<file path="config.mk">
export PLATFORM = sky130hd
export DESIGN_NAME = dst_addr_filter
export DESIGN_NICKNAME = d
export VERILOG_FILES = /design/src/rtl/dafilt_pkg.sv /design/src/rtl/dafilt_table.sv /design/src/rtl/dafilt_decide.sv /design/src/rtl/dst_addr_filter.sv
export SDC_FILE = /design/constraint.sdc
export NUM_CORES = 2
export LEC_CHECK = 0
export ABC_AREA = 1
export ABC_CLOCK_PERIOD_IN_PS = 3590
export CAP_MARGIN = 15
export CORE_AREA = 2 2 398 400
export DETAILED_ROUTE_END_ITERATION = 8
export DIE_AREA = 0 0 400 402
export DONT_BUFFER_PORTS = 1
export GPL_ROUTABILITY_DRIVEN = 0
export PLACE_DENSITY = 0.44
export SETUP_SLACK_MARGIN = 0.15
export SYNTH_ARGS = -nofsm -noshare
export SYNTH_HDL_FRONTEND = slang
export SYNTH_SLANG_ARGS = --single-unit
</file>
<file path="constraint.sdc">
create_clock -name clk -period 3.59 [get_ports clk]
set_input_delay 0.1795 -clock clk [delete_from_list [all_inputs] [get_ports clk]]
set_output_delay 0.1795 -clock clk [all_outputs]
set_load 0.005 [all_outputs]
</file>
<file path="src/rtl/dafilt_pkg.sv">
// Shared types for the destination address filter.
// Assumes a 48-bit destination address split into three 16-bit words.
package dafilt_pkg;

    typedef enum logic [1:0] {
        CLS_PLAIN = 2'd0,
        CLS_MCAST = 2'd1,
        CLS_BCAST = 2'd2
    } frame_class_e;

    // bit positions of the mode bits inside the mode word
    localparam int MODE_RUNT_BIT  = 14;
    localparam int MODE_BCAST_BIT = 13;
    localparam int MODE_PROMI_BIT = 12;
    localparam int MODE_ALLMC_BIT = 11;

    typedef struct packed {
        logic runt;
        logic bcast;
        logic promisc;
        logic allmc;
    } mode_t;

    localparam int ADDR_W   = 48;
    localparam int WORD_W   = 16;
    localparam int ADDR_WDS = ADDR_W / WORD_W;

endpackage

</file>
<file path="src/rtl/dafilt_table.sv">
// Address table: ENTRIES x 48-bit entries, each with an enable bit.
// Written one 16-bit word at a time; word select 3 loads the enable mask.
// Produces an any-enabled-entry-matches flag and a gated readback word.
// Assumes ENTRIES is a power of two and not above 16.
module dafilt_table
    import dafilt_pkg::*;
#(
    parameter int ENTRIES = 16,
    localparam int IDX_W = $clog2(ENTRIES)
) (
    input  logic                clk,
    input  logic                rst_n,
    input  logic                wr_en,
    input  logic [IDX_W-1:0]    wr_idx,
    input  logic [1:0]          wr_sel,
    input  logic [WORD_W-1:0]   wr_data,
    input  logic [ADDR_W-1:0]   probe,
    output logic                hit,
    input  logic                rd_en,
    input  logic [IDX_W-1:0]    rd_idx,
    output logic [ADDR_W-1:0]   rd_entry,
    output logic [ENTRIES-1:0]  en_mask
);

    logic [ADDR_W-1:0]  ent_q [ENTRIES];
    logic [ENTRIES-1:0] en_q;
    logic [ENTRIES-1:0] match_vec;
    logic               sel_mask;

    assign sel_mask = (wr_sel == 2'd3);

    // enable mask register, loaded by word select 3
    always_ff @(posedge clk) begin
        if (!rst_n)
            en_q <= '0;
        else if (wr_en && sel_mask)
            en_q <= wr_data[ENTRIES-1:0];
    end

    for (genvar g = 0; g < ENTRIES; g++) begin : g_ent
        // one entry: stores the addressed 16-bit word on a matching write
        always_ff @(posedge clk) begin
            if (!rst_n)
                ent_q[g] <= '0;
            else if (wr_en && !sel_mask && (wr_idx == IDX_W'(g)))
                ent_q[g][wr_sel*WORD_W +: WORD_W] <= wr_data;
        end
        // exact compare of this enabled entry against the probe
        assign match_vec[g] = en_q[g] && (ent_q[g] == probe);
    end

    assign hit      = |match_vec;
    assign en_mask  = en_q;
    // readback gated by the reset-mode qualifier
    assign rd_entry = rd_en ? ent_q[rd_idx] : '0;

endmodule

</file>
<file path="src/rtl/dafilt_decide.sv">
// Priority decision for one frame: short-frame, promiscuous, all-multicast,
// broadcast, then table match. Purely combinational.
// Assumes hit already reflects only enabled table entries.
module dafilt_decide
    import dafilt_pkg::*;
#(
    parameter int LEN_W   = 16,
    parameter int MIN_LEN = 60
) (
    input  mode_t              mode,
    input  logic [ADDR_W-1:0]  dst,
    input  logic [LEN_W-1:0]   len,
    input  logic               hit,
    output logic               accept,
    output frame_class_e       cls
);

    logic is_short;
    logic is_group;
    logic is_bcast;

    assign is_short = (len < LEN_W'(MIN_LEN));
    assign is_group = dst[0];
    assign is_bcast = &dst;

    // first matching check in the fixed order gives the answer
    always_comb begin
        accept = 1'b0;
        cls    = CLS_PLAIN;
        if (is_short) begin
            accept = mode.runt;
        end else if (mode.promisc && !is_group) begin
            accept = 1'b1;
        end else if (mode.allmc && is_group) begin
            accept = 1'b1;
            cls    = CLS_MCAST;
        end else if (mode.bcast && is_bcast) begin
            accept = 1'b1;
            cls    = CLS_BCAST;
        end else begin
            accept = hit;
        end
    end

endmodule

</file>
<file path="src/rtl/dst_addr_filter.sv">
// Destination address filter top. Holds the mode bits, the address table
// and the registered result. Result appears one clock after frm_valid.
// Assumes frame fields are stable and known while frm_valid is high.
module dst_addr_filter
    import dafilt_pkg::*;
#(
    parameter int ENTRIES = 16,
    parameter int LEN_W   = 16,
    parameter int MIN_LEN = 60,
    localparam int IDX_W  = $clog2(ENTRIES)
) (
    input  logic               clk,
    input  logic               rst_n,
    input  logic               mode_wr,
    input  logic [15:0]        mode_wdata,
    input  logic               tbl_wr,
    input  logic [IDX_W-1:0]   tbl_idx,
    input  logic [1:0]         tbl_sel,
    input  logic [15:0]        tbl_wdata,
    input  logic               rd_in_reset,
    input  logic [IDX_W-1:0]   rd_ptr,
    output logic [15:0]        rd_w0,
    output logic [15:0]        rd_w1,
    output logic [15:0]        rd_w2,
    input  logic               frm_valid,
    input  logic [47:0]        frm_dst,
    input  logic [LEN_W-1:0]   frm_len,
    output logic               res_valid,
    output logic               res_accept,
    output logic [1:0]         res_class
);

    mode_t              mode_q;
    logic               hit;
    logic               dec_accept;
    frame_class_e       dec_cls;
    logic [ADDR_W-1:0]  rd_entry;
    logic [ENTRIES-1:0] en_mask;
    logic               unused_mode;

    assign unused_mode = ^{mode_wdata[15], mode_wdata[10:0], en_mask};

    // mode bit register
    always_ff @(posedge clk) begin
        if (!rst_n)
            mode_q <= '0;
        else if (mode_wr)
            mode_q <= '{runt:    mode_wdata[MODE_RUNT_BIT],
                        bcast:   mode_wdata[MODE_BCAST_BIT],
                        promisc: mode_wdata[MODE_PROMI_BIT],
                        allmc:   mode_wdata[MODE_ALLMC_BIT]};
    end

    dafilt_table #(.ENTRIES(ENTRIES)) u_table (
        .clk      (clk),
        .rst_n    (rst_n),
        .wr_en    (tbl_wr),
        .wr_idx   (tbl_idx),
        .wr_sel   (tbl_sel),
        .wr_data  (tbl_wdata),
        .probe    (frm_dst),
        .hit      (hit),
        .rd_en    (rd_in_reset),
        .rd_idx   (rd_ptr),
        .rd_entry (rd_entry),
        .en_mask  (en_mask)
    );

    dafilt_decide #(.LEN_W(LEN_W), .MIN_LEN(MIN_LEN)) u_decide (
        .mode   (mode_q),
        .dst    (frm_dst),
        .len    (frm_len),
        .hit    (hit),
        .accept (dec_accept),
        .cls    (dec_cls)
    );

    // split the readback entry into its three words
    assign rd_w0 = rd_entry[0*WORD_W +: WORD_W];
    assign rd_w1 = rd_entry[1*WORD_W +: WORD_W];
    assign rd_w2 = rd_entry[2*WORD_W +: WORD_W];

    // result register: one-cycle pulse, zero outputs when idle
    always_ff @(posedge clk) begin
        if (!rst_n) begin
            res_valid  <= 1'b0;
            res_accept <= 1'b0;
            res_class  <= CLS_PLAIN;
        end else begin
            res_valid  <= frm_valid;
            res_accept <= frm_valid && dec_accept;
            res_class  <= frm_valid ? dec_cls : CLS_PLAIN;
        end
    end

endmodule

</file>
# Word-level counts from Yosys, hierarchy flattened
# Memories as Yosys holds them, arrays and structs flattened.
# Cells that the tools add are included.
dict set report word_totals {
  ff_bits 24
  latch_bits 0
  ramBits 768
  rom_bits 0
  input_bits 112
  out_inout_bits 52
  word_cells 1685
  n_memories 1
}
# memory depth width read_ports rd_clocked_by_memory_dff wr line_no
set mem_list {}
lappend mem_list {u_table.ent_q 16 48 17 0 16 dafilt_table.sv:25} ;# logic [ADDR_W-1:0] ent_q [ENTRIES];
dict set report op_classes {
  add_sub_neg 1
  n_mul 0
  n_div 0
  order_cmp 1
  eq_ne 32
  shifts 2
  mux 824
  bitwise 770
  n_reduce_logical 45
}
# cell n
set op_table {}
lappend op_table {{$mux W48} 17}
lappend op_table {{$mux W1} 806}
lappend op_table {{$eq A48 B48 Y1} 16}
lappend op_table {{$or A1 B1 Y1} 768}
lappend op_table {{$reduce_and A48 Y1} 1}
lappend op_table {{$shift A16 B34 Y48 const A} 1}
lappend op_table {{$shiftx A16 B34 Y48} 1}
lappend op_table {{$logic_and A1 B1 Y1} 38}
lappend op_table {{$neg A6 Y34} 1}
lappend op_table {{$eq A4 B4 Y1 const B} 8}
lappend op_table {{$eq A4 B3 Y1 const B} 4}
lappend op_table {{$lt A16 B6 Y1 const B} 1}
lappend op_table {{$reduce_or A16 Y1} 1}
lappend op_table {{$eq A4 B2 Y1 const B} 2}
lappend op_table {{$reduce_or A5 Y1} 1}
lappend op_table {{$eq A4 B1 Y1 const B} 1}
lappend op_table {{$logic_not A4 Y1} 1}
lappend op_table {{$reduce_or A4 Y1} 1}
lappend op_table {{$eq A2 B2 Y1 const B} 1}
lappend op_table {{$logic_not A1 Y1} 2}
lappend op_table {{$mux W2} 1}
lappend op_table {{$not A1 Y1} 2}

# Depth between registers and ports, before layout
# An unclocked memory read counts as a cell.
dict set report logic_depth {
  depth_word 9
  depth_mapped 16
  ltp_nobuf 14
}

# Cells and area by module
# A second synthesis with hierarchy kept.
dict set report unflattened {
  cells_unflattened 6283
  hier_area_um2 47733.3
}
# module n_inst cells_per_inst area_per_inst_um2
set by_module_without_submodules {}
lappend by_module_without_submodules {dafilt_table 1 6152 47043.9}
lappend by_module_without_submodules {dafilt_decide 1 94 412.9}
lappend by_module_without_submodules {dst_addr_filter 1 37 276.5}

# Worst setup path before layout
# OpenSTA, ideal clock, no wires.
dict set report synth_timing {
  kind {in2reg}
  start {input port tbl_sel[0]}
  end {memory u_table.ent_q[0][0] (enable)}
  arrival_ps 1685
  t_required_ps 3218
  slack_ps 1534
  path_stages 7
  path_buffers 3
  path_cell_list {inv_1 -> ha_1 -> clkbuf_1 -> buf_1 -> nand2_1 -> clkbuf_1 -> nand2_1}
}
# item line_no
set synth_rtl {}
lappend synth_rtl {{start: declaration} dst_addr_filter.sv:18} ;# input logic [1:0] tbl_sel,
lappend synth_rtl {{end: declaration} dafilt_table.sv:25}

# Worst setup path in the final report
dict set report layout_timing {
  start {input port rd_ptr[0]}
  end {output port rd_w1[2]}
}
dict set report layout_between {
  elab_chain_len 2
}
# item line_no
set layout_lines {}
lappend layout_lines {{start: declaration} dst_addr_filter.sv:21} ;# input logic [IDX_W-1:0] rd_ptr,
lappend layout_lines {{$mem_v2 Z16 W48} n/a}
lappend layout_lines {{$mux W48} dafilt_table.sv:55} ;# assign rd_entry = rd_en ? ent_q[rd_idx] : '0;
lappend layout_lines {{end: declaration} dst_addr_filter.sv:23} ;# output logic [15:0] rd_w1,
# Every way passes these cells.

==> flow_summary.yaml <==
status:
  outcome: "finished with violations"
  violations: "setup timing"
timing:
  final.min_clock_period_ps: 3700
  slew_headroom_pct: 24.4
  final-hold-violation-count: 0
  tightest_slew_ps: 1130
  grt_setup_unrepaired: "no"
  skew_ps: 22.2
  setup_viol: 1
  drv_slew: 0
  clock.fmax_ghz: 0.270
  post-route-period-util_pct: 103
  setup_slack_ps: -107
  hold_slack_ps: 69.3
power_and_ir_drop:
  leakage_nw: 19.4
  combPwrFrac_pct: 14.1
  power.density_nw_per_um2: 469
  clock_power_share_pct: 40.9
  p_seq_share_pct: 44.9
  internal-power_w: 0.0172
  switching_share_pct: 30.3
  peakVddDrop_uv: 399
  power_switching_w: 0.00748
cts:
  worstSkewPairLatency_ps: 730
  cts.sinks: 792
  numCtsBuffers: 98
  max-clock-path-buffers: 3
  cts_root_buffer: "clkbuf_16"
  h-tree-depth: 3
  cts_tree: "built"
  cts_setup_buffers: 0
  path_clk_slew_ps: 60
  postCtsHoldBufs: 56
  cts-resized-gates: 0
detailed_routing:
  drt_iter0_drc: 7820
  drcViolationCount: 0
  wl_per_cell_um: 34.8
  via_per_inst: 5.79
  ant_nets: 0
  vias: 46600
  firstDrtPassIters: 8
  totalWireLength_um: 280000
critical_path:
  critPathLaunch: "rd_ptr[0]"
  endpoint: "rd_w1[2]"
  r2r_slack_ps: 790
  crit_required_ps: 3410
  reg2reg_depth: 13
  crit-reg2reg-launch: "u_table.ent_q[12][29]$_DFFE_PP_"
  worst-path-max-fanout: 421
  critical_path_class: "input port to output port"
  cp.arrival_ps: 3520
  r2r-end: "res_accept$_SDFF_PN0_"
  startpoint_type: "input port"
  endpoint_kind: "output port"
layout:
  fill_cells: 16700
  instances_no_fill: 8045
  fin_area_um2: 52600
  regArea_um2: 23500
  nets: 6000
  multi_input_area_um2: 19500
  final_core_util_pct: 33.5
  drive_gt1_share_pct: 6.22
  area_growth_pct: 12.8
place:
  postPlaceCellArea_um2: 48900
  dpl_worst_slack_ps: 476
  portBuffers: 0
  hpwl_um: 207000
  placed_cells: 7798
floorplanning:
  initial_core_util_pct: 29.7
  die_area_um2: 161000
  rows: 146
  die_h_um: 402
  core-area_um2: 157000
  die_x_um: 400
  ioPinCount: 164
global_routing:
  grtUsageTotal_pct: 33.9
  antenna_found_initial: 13
  grt_max_degree: 422
  overflow: 0
  grt_pass1_vias: 42700
  grt_pass1_wl_um: 369000
yosys:
  netlist_area_um2: 46700
  ys_seq_area_share_pct: 50.5
  ys_ff_latch: 792
  syn_inst: 5920
  ys_warn_count: 0
  synth_nets: 6037
  postSynthAreaPerCell_um2: 7.88
  synthDistinctLibCells: 28
worst_hold_path:
  holdCritPathClass: "input port to register"
  holdPathStages: 1
run:
  cap_violations: 0
[how the worst min path moves through the flow]
stage                                     end      startpoint  slack [ps]
2_1_floorplan            res_valid$_SDFF_PN0_       frm_valid         310
3_3_place_gp           mode_q[0]$_SDFFE_PN0P_  mode_wdata[11]         320
3_5_place_dp             res_valid$_SDFF_PN0_       frm_valid         320
4_1_cts               res_class[1]$_SDFF_PP0_     frm_dst[25]          20
5_1_grt        u_table.ent_q[3][47]$_DFFE_PP_           rst_n          30
6_report       u_table.ent_q[3][47]$_DFFE_PP_           rst_n          70
[Yosys cell counts]
library cell / n / area [µm²]
buf_2: 117 / 586
inv_1: 441 / 1660
inv_2: 17 / 63.8
dfxtp_1: 24 / 480
nand4_1: 18 / 113
buf_4: 32 / 240
o211ai_1: 74 / 556
nor4_1: 2 / 12.5
edfxtp_1: 768 / 23100
nor3b_1: 1 / 7.51
xnor2_1: 157 / 1380
nand2_1: 1202 / 4510
buf_1: 22 / 82.6
a21oi_1: 352 / 1760
o221ai_1: 12 / 105
nand3_1: 264 / 1320
o21ai_0: 650 / 3250
ha_1: 5 / 62.6
clkbuf_1: 196 / 736
o22ai_1: 101 / 632
nor3_1: 8 / 40.0
o21ai_1: 11 / 55.1
xor2_1: 67 / 587
buf_6: 24 / 270
clkinv_1: 2 / 7.51
nor2_1: 1351 / 5070
clkbuf_2: 1 / 5.00
or2_0: 1 / 6.26
[cell usage in the layout, fill, tap and decap left out, types with 2 or more instances in the layout]
cell           instances
nor2_1              1351
nand2_1             1202
edfxtp_1             768
o21ai_0              650
inv_1                437
a21oi_1              352
nand3_1              264
buf_4                196
xnor2_1              156
clkbuf_16            102
o22ai_1              101
o211ai_1              74
xor2_1                67
dlygate4sd3_1         55
dfxtp_1               24
clkinv_2              20
inv_2                 19
clkbuf_1              19
nand4_1               18
clkinv_1              17
o221ai_1              12
o21ai_1               11
nor3_1                 8
diode_2                7
clkbuf_8               7
ha_1                   5
bufinv_16              5
clkinvlp_4             5
inv_6                  4
clkinv_8               3
buf_12                 3
inv_4                  2
nor4_1                 2
clkinv_4               2
[per-stage QoR]
| step | setup TNS, ps | total power, W |
|---|---|---|
| after floorplan | 0 | 0.0130 |
| after global placement | 0 | 0.0145 |
| after detailed placement | 0 | 0.0145 |
| after CTS | 0 | 0.0245 |
| after global routing | 0 | 0.0251 |
| final | -107 | 0.0247 |
[power by group through the flow]
stage	clock network [W]	logic (W)	registers [W]
4_1_cts	0.0101	0.00331	0.0111
6_report	0.0101	0.00349	0.0111
3_5_place_dp	0	0.00323	0.0112
2_1_floorplan	0	0.00197	0.0110
3_3_place_gp	0	0.00323	0.0112
5_1_grt	0.0105	0.00357	0.0111
[registers in the layout (all words and copies together), names as in the netlist]
signal,cells
u_table.en_mask,16
u_table.ent_q,768
res_accept,1
mode_q,4
res_valid,1
res_class,2
[per-layer routing]
metal,GRT usage [%],routed length [µm],up-vias
li1,-,-,19500
met1,42.8,103000,22700
met2,48.9,116000,3578
met3,9.03,33700,808
met4,26.6,27200,4
met5,0,22,-
[area by class of cell]
type | instances | area share [%]
antenna | 7 | 0.0333
inverter | 460 | 3.31
tap | 2072 | 4.92
timing repair buffer | 255 | 4.01
clock inverter | 55 | 0.848
sequential | 792 | 44.7
multi-input combinational | 4276 | 37.0
clock buffer | 128 | 5.17
[cell families after synthesis]
| family | count (synthesis) | share of synthesized area (%) |
|---|---|---|
| xor gates and xnor gates | 224 | 4.20 |
| and+or+nand+nor | 2847 | 23.8 |
| AOI/OAI and AO/OA | 1200 | 13.6 |
| adders and majority gates | 5 | 0.134 |
| DFF | 792 | 50.5 |
| buffers and inverters | 852 | 7.81 |
[critical path, stage by stage]
cell      delay (ps)
inv_8            670
o21ai_0          180
o221ai_1         580
nand3_1          400
a21oi_1          580
buf_4            200
buf_4            100
Note: power is estimated with default switching activity, not from simulation.
